`config.mk`:
```
export PLATFORM = sky130hd
export DESIGN_NAME = sysreset_hub
export DESIGN_NICKNAME = d
export VERILOG_FILES = /design/src/rtl/sysrst_pkg.sv /design/src/rtl/sysrst_sync.sv /design/src/rtl/sysrst_regs.sv /design/src/rtl/sysreset_hub.sv
export SDC_FILE = /design/constraint.sdc
export NUM_CORES = 1
export LEC_CHECK = 0
export BUFFER_PORTS_ARGS = -buffer_cell sky130_fd_sc_hd__buf_2
export CORE_MARGIN = 2
export CORE_UTILIZATION = 50
export CTS_CLUSTER_DIAMETER = 200
export DETAILED_ROUTE_END_ITERATION = 8
export PLACE_DENSITY = 0.7
export SYNTH_ARGS = -nofsm -noshare
export SYNTH_HDL_FRONTEND = slang
export SYNTH_SLANG_ARGS = --single-unit
```
`constraint.sdc`:
```
create_clock -name clk -period 7.49 [get_ports clk]
set_input_delay 1.498 -clock clk [delete_from_list [all_inputs] [get_ports clk]]
set_output_delay 1.498 -clock clk [all_outputs]
set_load 0.1 [all_outputs]
```
`src/rtl/sysrst_pkg.sv`:
```
package sysrst_pkg;
  localparam int DATA_W = 32;
  localparam int ADDR_W = 3;
  localparam logic [DATA_W-1:0] FB_RESET = 32'hC000_0000;

  typedef enum logic [ADDR_W-1:0] {
    A_CTRL   = 3'd0,
    A_REFR   = 3'd1,
    A_RTCDAT = 3'd2,
    A_RTCMAT = 3'd3,
    A_FBBASE = 3'd4
  } reg_addr_e;

  // Write enable for one register: strobe, domain open, address match.
  function automatic logic wr_hit(input logic en, input logic open_n,
                                  input logic [ADDR_W-1:0] addr,
                                  input reg_addr_e target);
    return en && open_n && (addr == target);
  endfunction
endpackage

```
`src/rtl/sysrst_sync.sv`:
```
module sysrst_sync #(
  parameter int STAGES = 2
) (
  input  logic clk,
  input  logic arst_n,
  output logic srst_n
);
  logic [STAGES-1:0] chain_q;

  generate
    if (STAGES == 1) begin : g_one
      always_ff @(posedge clk or negedge arst_n)
        if (!arst_n) chain_q <= '0;
        else         chain_q <= 1'b1;
    end else begin : g_many
      always_ff @(posedge clk or negedge arst_n)
        if (!arst_n) chain_q <= '0;
        else         chain_q <= {chain_q[STAGES-2:0], 1'b1};
    end
  endgenerate

  assign srst_n = chain_q[STAGES-1];
endmodule

```
`src/rtl/sysrst_regs.sv`:
```
module sysrst_regs
  import sysrst_pkg::*;
(
  input  logic              clk,
  input  logic              sys_rst_n,
  input  logic              por_rst_n,
  input  logic              wr_en,
  input  logic [ADDR_W-1:0] wr_addr,
  input  logic [DATA_W-1:0] wr_data,
  input  logic [ADDR_W-1:0] rd_addr,
  output logic [DATA_W-1:0] rd_data,
  output logic [DATA_W-1:0] ctrl_q,
  output logic [DATA_W-1:0] refr_q,
  output logic [DATA_W-1:0] rtcdat_q,
  output logic [DATA_W-1:0] rtcmat_q,
  output logic [DATA_W-1:0] fbbase_q
);
  // System domain
  always_ff @(posedge clk or negedge sys_rst_n)
    if (!sys_rst_n) begin
      ctrl_q   <= '0;
      fbbase_q <= FB_RESET;
    end else begin
      if (wr_hit(wr_en, sys_rst_n, wr_addr, A_CTRL))   ctrl_q   <= wr_data;
      if (wr_hit(wr_en, sys_rst_n, wr_addr, A_FBBASE)) fbbase_q <= wr_data;
    end

  // Power-on domain; writes still need the system domain open
  always_ff @(posedge clk or negedge por_rst_n)
    if (!por_rst_n) begin
      refr_q   <= '0;
      rtcdat_q <= '0;
      rtcmat_q <= '0;
    end else begin
      if (wr_hit(wr_en, sys_rst_n, wr_addr, A_REFR))   refr_q   <= wr_data;
      if (wr_hit(wr_en, sys_rst_n, wr_addr, A_RTCDAT)) rtcdat_q <= wr_data;
      if (wr_hit(wr_en, sys_rst_n, wr_addr, A_RTCMAT)) rtcmat_q <= wr_data;
    end

  always_comb begin
    case (rd_addr)
      A_CTRL:   rd_data = ctrl_q;
      A_REFR:   rd_data = refr_q;
      A_RTCDAT: rd_data = rtcdat_q;
      A_RTCMAT: rd_data = rtcmat_q;
      A_FBBASE: rd_data = fbbase_q;
      default:  rd_data = '0;
    endcase
  end
endmodule

```
`src/rtl/sysreset_hub.sv`:
```
module sysreset_hub
  import sysrst_pkg::*;
#(
  parameter int SYNC_STAGES = 2
) (
  input  logic              clk,
  input  logic              por_n,
  input  logic              pwrfail_n,
  input  logic              usr_rst_n,
  input  logic              run,
  input  logic              wr_en,
  input  logic [ADDR_W-1:0] wr_addr,
  input  logic [DATA_W-1:0] wr_data,
  input  logic [ADDR_W-1:0] rd_addr,
  output logic [DATA_W-1:0] rd_data,
  output logic              sys_rst_n,
  output logic              por_rst_n,
  output logic              stby_rst_n,
  output logic              cpu_rst_n
);
  logic sys_raw_n;
  logic stby_raw_n;
  logic cpu_gate_n;
  logic cpu_q;
  logic [DATA_W-1:0] ctrl_q, refr_q, rtcdat_q, rtcmat_q, fbbase_q;

  assign sys_raw_n  = por_n & pwrfail_n & usr_rst_n;
  assign stby_raw_n = por_n & run;

  sysrst_sync #(.STAGES(SYNC_STAGES)) u_sync_sys (
    .clk(clk), .arst_n(sys_raw_n), .srst_n(sys_rst_n));
  sysrst_sync #(.STAGES(SYNC_STAGES)) u_sync_por (
    .clk(clk), .arst_n(por_n), .srst_n(por_rst_n));
  sysrst_sync #(.STAGES(SYNC_STAGES)) u_sync_stby (
    .clk(clk), .arst_n(stby_raw_n), .srst_n(stby_rst_n));

  // Processor held until both synchronised domains are open
  assign cpu_gate_n = sys_rst_n & stby_rst_n;
  always_ff @(posedge clk or negedge cpu_gate_n)
    if (!cpu_gate_n) cpu_q <= 1'b0;
    else             cpu_q <= 1'b1;
  assign cpu_rst_n = cpu_q;

  sysrst_regs u_regs (
    .clk(clk), .sys_rst_n(sys_rst_n), .por_rst_n(por_rst_n),
    .wr_en(wr_en), .wr_addr(wr_addr), .wr_data(wr_data),
    .rd_addr(rd_addr), .rd_data(rd_data),
    .ctrl_q(ctrl_q), .refr_q(refr_q), .rtcdat_q(rtcdat_q),
    .rtcmat_q(rtcmat_q), .fbbase_q(fbbase_q));
endmodule

```
# Word-level counts from Yosys, hierarchy flattened
# Cells that the tools add are included.
# word_totals
ff_bits,167
input_bits,44
output_inout_bits,36
word_cells,30
# op_classes
n_eq_ne,8
muxes,1
n_bitwise,4
reduce_logical,8
# ops
cell,count
$pmux 32 s5,1
$eq 3x2->1 const B,4
$eq 3x1->1 const B,2
$eq 3x3->1 const B,2
$logic_and 1x1->1,6
$logic_not 3->1,2
$and 1x1->1,4

# Depth between registers and ports, before layout
# Gate-level depths: netlist of run 1.
# depth
ltp_word,2
ltp_mapped,5

# Hierarchy
# Synthesis of run 1 repeated with hierarchy kept, for this count alone.
# unflattened
hier_cells,516
hier_area_um2,7518.5
# by_module_without_submodules
mod,instances,cells_per_inst,area_each_um2,seq_area_each_um2
sysrst_regs,1,502,7309.5,4006.3
sysrst_sync,3,3,53.8,50.0
sysreset_hub,1,5,47.5,25.0

# Least setup slack after synthesis of run 1
# Ideal clock, no wire load.
# synth_path
path_kind,input to output
from,input rd_addr[1]
to,output rd_data[13]
arrival_time_ns,3.580
slack_ns,2.412
cell_stages,5
cell_sequence,buf_4 -> buf_2 -> nor3b_1 -> a21oi_1 -> o22ai_1
# synth_via
elab_chain_len,2
word_cells_on_any_way,6
# synth_rtl
item,line,source
"start, declared",sysreset_hub.sv:14,"input logic [ADDR_W-1:0] rd_addr,"
$eq 3x3->1 (tied with other cells),sysrst_regs.sv:41,case (rd_addr)
$pmux 32 s5 (*),sysrst_regs.sv:41,
"end, declared",sysreset_hub.sv:15,"output logic [DATA_W-1:0] rd_data,"
# Mark *: on every way between the ends. The rest lies on a longest branch, timed or not.

# Worst setup path in the final report of run 1
# layout_path
from,input rd_addr[1]
to,output rd_data[19]
# The elaborated chain is that of the path after synthesis.

==> summary.md, run 1 <==
| Metric | Value |
|---|---|
| # IOs | 80 |
| Critical Path RT | 5990 ps |
| GR Overflow Total | 0 |
| Setup Fix Bufs, Post-CTS | 0 |
| 1st-pass router iterations | 4 |
| Synthesized cell area | 0.007395 mm² |
| Seq/Total Area, Yosys | 0.5655 |
| Full die area | 0.01578 mm² |
| CTS tree | built |
| Max-slew violation count | 0 |
| Clock-pin slew on the worst setup and hold paths | 60 ps |
| Initial drt markers | 286 |
| Core box area | 0.01448 mm² |
| Largest family of logic cells by synthesized area | multiplexers |
| Cells after synthesis | 475 |
| Nets@finish | 593 |
| Cell taking the most area after synthesis | dfrtp_1 |
| Warnings, synthesis | 0 |
| Data arrival, critical path | 3970 ps |
| Vias in the first global route | 4,778 |
| Vias/cell | 5.819 |
| Crit share post-route | 0.7295 |
| CTS root buffer | clkbuf_16 |
| Mean Syn Cell Area | 15.57 µm² |
| Yosys cell types | 27 |
| Leak Pwr | 0.003914 µW |
| Critical path class | input port to output port |
| Share of the synthesized area in the top cell type | 0.5584 |
| Reg2Reg Launch Point | u_sync_sys.chain_q[1] |
| Fin. Hold Viols | 0 |
| Largest net degree at the start of global routing | 69 |
| CP Capture Type | output port |
| Layout cell share with drive strength beyond 1 | 0.5089 |
| Reg-to-reg endpoint | u_regs.refr_q[31] |
| # Max-Cap Violations | 0 |
| Count of state elements after synthesis | 167 |
| Initial antenna violation count | 0 |
| Status | finished clean |
| Total power | 2685 µW |
| HPWL after DPL | 9250 µm |
| Cells on worst reg2reg path | 3 |
| Post-route ant nets | 0 |
| # setup viols final | 0 |
| CTS Buf Count | 17 |
| Die Ht | 125.6 µm |
| Tmin final | 5464 ps |
| # clock sinks | 167 |
| Die W | 125.6 µm |
| Rows | 44 |
| Routability cong. | 0.7276 |
| DR DRC count | 0 |
| Post-Route Skew | 10.31 ps |
| Layout area overhead | 14.40% |
| Synth Area in Compound Gates | 0.08139 |
| CP Max Fanout | 21 |
| Largest cells by area after synthesis | dfrtp_1 (56%), mux2_2 (18%), mux2_4 (8.5%) |
| TNS Setup | 0 ps |
| Starting density of the core | 0.5107 |
| PwrDens | 317.4 mW/mm² |
| Final core utilization | 0.5843 |
| Simple-Gate Fraction of Synth Area | 0.01574 |
| First-pass GRT wire length | 25,880 µm |
| Synth Area in Adders | 0 |
| Worst IR drop on VDD | 185.3 µV |
| RSZ-0062 raised after global routing | false |
| Detailed-route via count | 4,347 |
| Max Root-Sink Buffers | 2 |
| Pin slew with the least headroom to its limit | 1199 ps |
| Worst-Skew Late Latency | 430 ps |
| Post-synthesis xor/xnor area fraction | 0 |
| Reg2Reg Setup Slack | 4480 ps |
| Wire per inst | 20.97 µm |
| Post-synthesis mux area share | 0.3085 |
| HP Class | register to async pin |
| Worst Setup Start Kind | input port |
| Max Freq | 0.1830 GHz |
| Fillers | 1,126 |
| Gr usage total | 0.2107 |
| Post_cts resized | 0 |
| PortBufs | 79 |
| # hold bufs at CTS | 0 |
| Slew margin rel. | 0.2007 |
| Post-Route WL | 15,670 µm |
| H-tree depth | 4 |
cells by family after synthesis:
logic type / after synthesis
AO/OA/AOI/OAI: 65
buffers and inverters: 33
flip-flops: 167
multiplexers: 192
other: 1
AND/OR/NAND/NOR: 17
flip-flops by register name, indices dropped and copies added, names as in the netlist:
register             count
cpu_rst_n                1
u_regs.ctrl_q           32
u_regs.fbbase_q         32
u_regs.refr_q           32
u_regs.rtcdat_q         32
u_regs.rtcmat_q         32
u_sync_por.chain_q       2
u_sync_stby.chain_q      2
u_sync_sys.chain_q       2
metrics by stage:
step                      worst slack, ps  instance area (µm²)  instances  hold slack, ps
after floorplan                      2412                 7406        478           331.2
after global placement               2078                 7904        714           127.9
after detailed placement             2060                 7904        714           130.9
after CTS                            2059                 8457        746           134.1
after global routing                 1925                 8457        746           149.3
final                                2026                 8459        747           128.7
Yosys cell counts:
cell type / n
dfrtp_1: 165
mux2_2: 119
mux2_4: 42
a221o_1: 31
mux2i_1: 31
o2bb2ai_1: 31
buf_2: 18
buf_6: 8
clkbuf_1: 6
and3b_1: 3
and2_1: 2
dfstp_2: 2
nand2_1: 2
nor2b_1: 2
a21oi_1: 1
a2bb2oi_1: 1
and3_1: 1
buf_4: 1
conb_1: 1
nand2b_1: 1
nand3_1: 1
nand4_1: 1
nor2_1: 1
nor3_2: 1
nor3b_1: 1
nor3b_2: 1
o22ai_1: 1
layer usage:
metal  wire length [µm]  GRT usage  share of wire
met1               7156     0.2739           0.46
met2               7865     0.3577           0.50
met3                481    0.05225          0.031
met4                162    0.05229          0.010
met5                  0          0              0
final cells by class:
class | instances | area, µm² | area share
Clock inverter | 9 | 75.07 | 0.008874
Multi-Input combinational cell | 278 | 3044 | 0.3599
Clock buffer | 23 | 478.0 | 0.05650
Timing Repair Buffer | 85 | 440.4 | 0.05206
Tap cell | 184 | 230.2 | 0.02721
Antenna cell | 1 | 2.502 | 0.0002958
Sequential cell | 167 | 4189 | 0.4952
worst max-delay path, cell delays in order:
cell     delay [ps]
buf_2           280
buf_4           350
nor3_4          750
buf_4           390
a221o_1         230
buf_2           440
layout by cell type (no fill, tap or decap), types with 2 or more instances in the layout:
| cell | count |
|---|---|
| dfrtp_1 | 163 |
| mux2_2 | 119 |
| buf_2 | 79 |
| mux2_4 | 42 |
| mux2i_1 | 31 |
| o2bb2ai_1 | 31 |
| a221o_1 | 31 |
| clkbuf_16 | 17 |
| clkinv_2 | 6 |
| buf_4 | 6 |
| conb_1 | 4 |
| clkbuf_8 | 3 |
| clkbuf_1 | 3 |
| and2_1 | 2 |
| and3b_2 | 2 |
| clkinvlp_4 | 2 |
| dfstp_2 | 2 |
| dfrtp_4 | 2 |
how the worst max path moves through the flow:
stage                           from           to  slack, ps  depth (start not counted)
after global placement    rd_addr[1]  rd_data[19]       2080                          6
after global routing      rd_addr[1]  rd_data[19]       1920                          6
after floorplan           rd_addr[1]  rd_data[13]       2410                          5
final                     rd_addr[1]  rd_data[19]       2030                          6
after detailed placement  rd_addr[1]  rd_data[19]       2060                          6
after CTS                 rd_addr[1]  rd_data[19]       2060                          6
where the power goes:
group,switching [µW],leakage [µW],internal [µW]
Clock,340,0.000272,480
Sequential,119,0.00204,1110
Combinational,377,0.00160,261
Total,836,0.00391,1850
Note: power is estimated with default switching activity, not from simulation.
==> run 2, diff against run 1 <==
Clock period 7.49 ns to 5.15 ns, I/O delays scaled along.
==> run 2 against run 1 <==
  * Routed wire length increased by 1.4%
  * Sequential cell count unchanged
  * Register-to-register slack got worse by 1900 ps
  * Final area up 0.59%
  * Combinational power grew 47%
  * Core utilization rose by 0.35 points
  * Clock skew down 3.6 ps
  * Final cell count up 0.40%
  * Clock-buffer cell count decreased by 3
  * Critical endpoint is now rd_data[31]
  * Largest cell class unchanged
==> summary.md, run 2 (synthesis results as in run 1) <==
| Metric | Value |
|---|---|
| Seq pwr share | 0.455 |
| HP Class | register to async pin |
| # setup viols final | 0 |
| CP Max Fanout | 16 |
| Reg-to-reg endpoint | u_regs.rtcmat_q[15] |
| Max Freq | 0.2550 GHz |
| PortBufs | 79 |
| Most frequent cells in the layout | dfrtp_1 (163), mux2_2 (119), buf_2 (79), mux2_4 (42) |
| Cells on worst reg2reg path | 3 |
| Gr usage total | 0.2118 |
| # Max-Cap Violations | 0 |
| # IOs | 80 |
| N_diodes | 0 |
| Die W | 125.6 µm |
| Worst Setup Start Kind | input port |
| Data arrival, critical path | 2890 ps |
| Reg2Reg Launch Point | u_sync_sys.chain_q[1] |
| Largest net degree at the start of global routing | 52 |
| Critical Path RT | 4120 ps |
| Pin slew with the least headroom to its limit | 1060 ps |
| Max-slew violation count | 0 |
| Die Ht | 125.6 µm |
| RSZ-0062 raised after global routing | false |
| Detailed-route via count | 4,400 |
| CTS Buf Count | 17 |
| 1st-pass router iterations | 4 |
| Vias/cell | 5.867 |
| Full die area | 0.01578 mm² |
| PwrDens | 459.6 mW/mm² |
| Worst IR drop on VDD | 277.9 µV |
| Nets@finish | 597 |
| Setup Fix Bufs, Post-CTS | 0 |
| HPWL after DPL | 9529 µm |
| P_int | 2653 µW |
| CP Capture Type | output port |
| Leak Pwr | 0.003931 µW |
| CTS tree | built |
| Starting density of the core | 0.5107 |
| Logic gate share of total power | 0.239 |
| Clock share of power | 0.305 |
| Post-route ant nets | 0 |
| Initial antenna violation count | 0 |
| Status | finished clean |
| # hold bufs at CTS | 0 |
| Layout area overhead | 15.08% |
| Final Hold Slack | 149.8 ps |
| Post_cts resized | 0 |
| Routability cong. | 0.7633 |
| Crit share post-route | 0.7615 |
| Reg2Reg Setup Slack | 2570 ps |
| TNS Setup | 0 ps |
| First-pass GRT wire length | 25,850 µm |
| Rows | 44 |
| Post-Route Skew | 6.668 ps |
| DR DRC count | 0 |
| Crit path to | rd_data[31] |
| Core box area | 0.01448 mm² |
| # clock sinks | 167 |
| Tmin final | 3922 ps |
| Wire per inst | 21.17 µm |
| Critical path class | input port to output port |
| Vias in the first global route | 4,804 |
| Commonest non-fill, non-tap cell in the layout | dfrtp_1 |
| H-tree depth | 4 |
| Sw Share | 0.3217 |
| Worst-Skew Late Latency | 420 ps |
| Slew margin rel. | 0.2936 |
| Clock-pin slew on the worst setup and hold paths | 60 ps |
| CTS root buffer | clkbuf_16 |
| Post-Route WL | 15,880 µm |
| Fin. Hold Viols | 0 |
| Layout cell share with drive strength beyond 1 | 0.5177 |
| Crit path launch | rd_addr[1] |
| Max Root-Sink Buffers | 2 |
| Initial drt markers | 241 |
| Psw | 1258 µW |
| GR Overflow Total | 0 |
[run 2: power by group through the flow]
stage               Combinational (µW)  Clock (µW)  Sequential, µW
detailed placement                 941           0            1800
finish                             937        1190            1780
floorplan                          781           0            1770
CTS                                945        1220            1780
global placement                   920           0            1780
global route                       991        1280            1820
[run 2: cell type report]
type                            instances  area [µm²]
Timing Repair Buffer                   89       483.0
Clock inverter                         12       96.34
Multi-Input combinational cell        278        3044
Sequential cell                       167        4189
Tap cell                              184       230.2
Clock buffer                           20       466.7
Fill cell                            1107        5969
[run 2: worst min path at each step]
stage,start,end,depth (start not counted)
floorplan,u_sync_por.chain_q[0],u_sync_por.chain_q[1],0
global placement,u_sync_stby.chain_q[1],cpu_rst_n,1
detailed placement,u_sync_stby.chain_q[1],cpu_rst_n,1
CTS,u_sync_stby.chain_q[1],cpu_rst_n,1
global route,u_sync_stby.chain_q[1],cpu_rst_n,1
finish,u_sync_stby.chain_q[1],cpu_rst_n,1
[run 2: stage by stage]
| step | setup WS, ps | instance area (µm²) | utilization | instances | power [µW] |
|---|---|---|---|---|---|
| 3_3_place_gp | 1287 | 7946 | 0.5488 | 718 | 2698 |
| 3_5_place_dp | 1236 | 7946 | 0.5488 | 718 | 2738 |
| 2_1_floorplan | 1008 | 7406 | - | 478 | 2546 |
| 4_1_cts | 1226 | 8509 | 0.5877 | 750 | 3945 |
| 5_1_grt | 1140 | 8509 | 0.5877 | 750 | 4090 |
| 6_report | 1228 | 8509 | 0.5877 | 750 | 3911 |
[run 2: worst max-delay path: stages]
cell and delay, ps:
buf_2 180, nor2b_1 230, nor2b_4 470, buf_4 350
a221o_1 190, buf_2 430
[run 2: metal layers]
layer | track usage | wire [µm]
met1 | 0.2801 | 7334
met2 | 0.3479 | 7808
met3 | 0.05862 | 622
met4 | 0.05556 | 116
met5 | 0 | 0
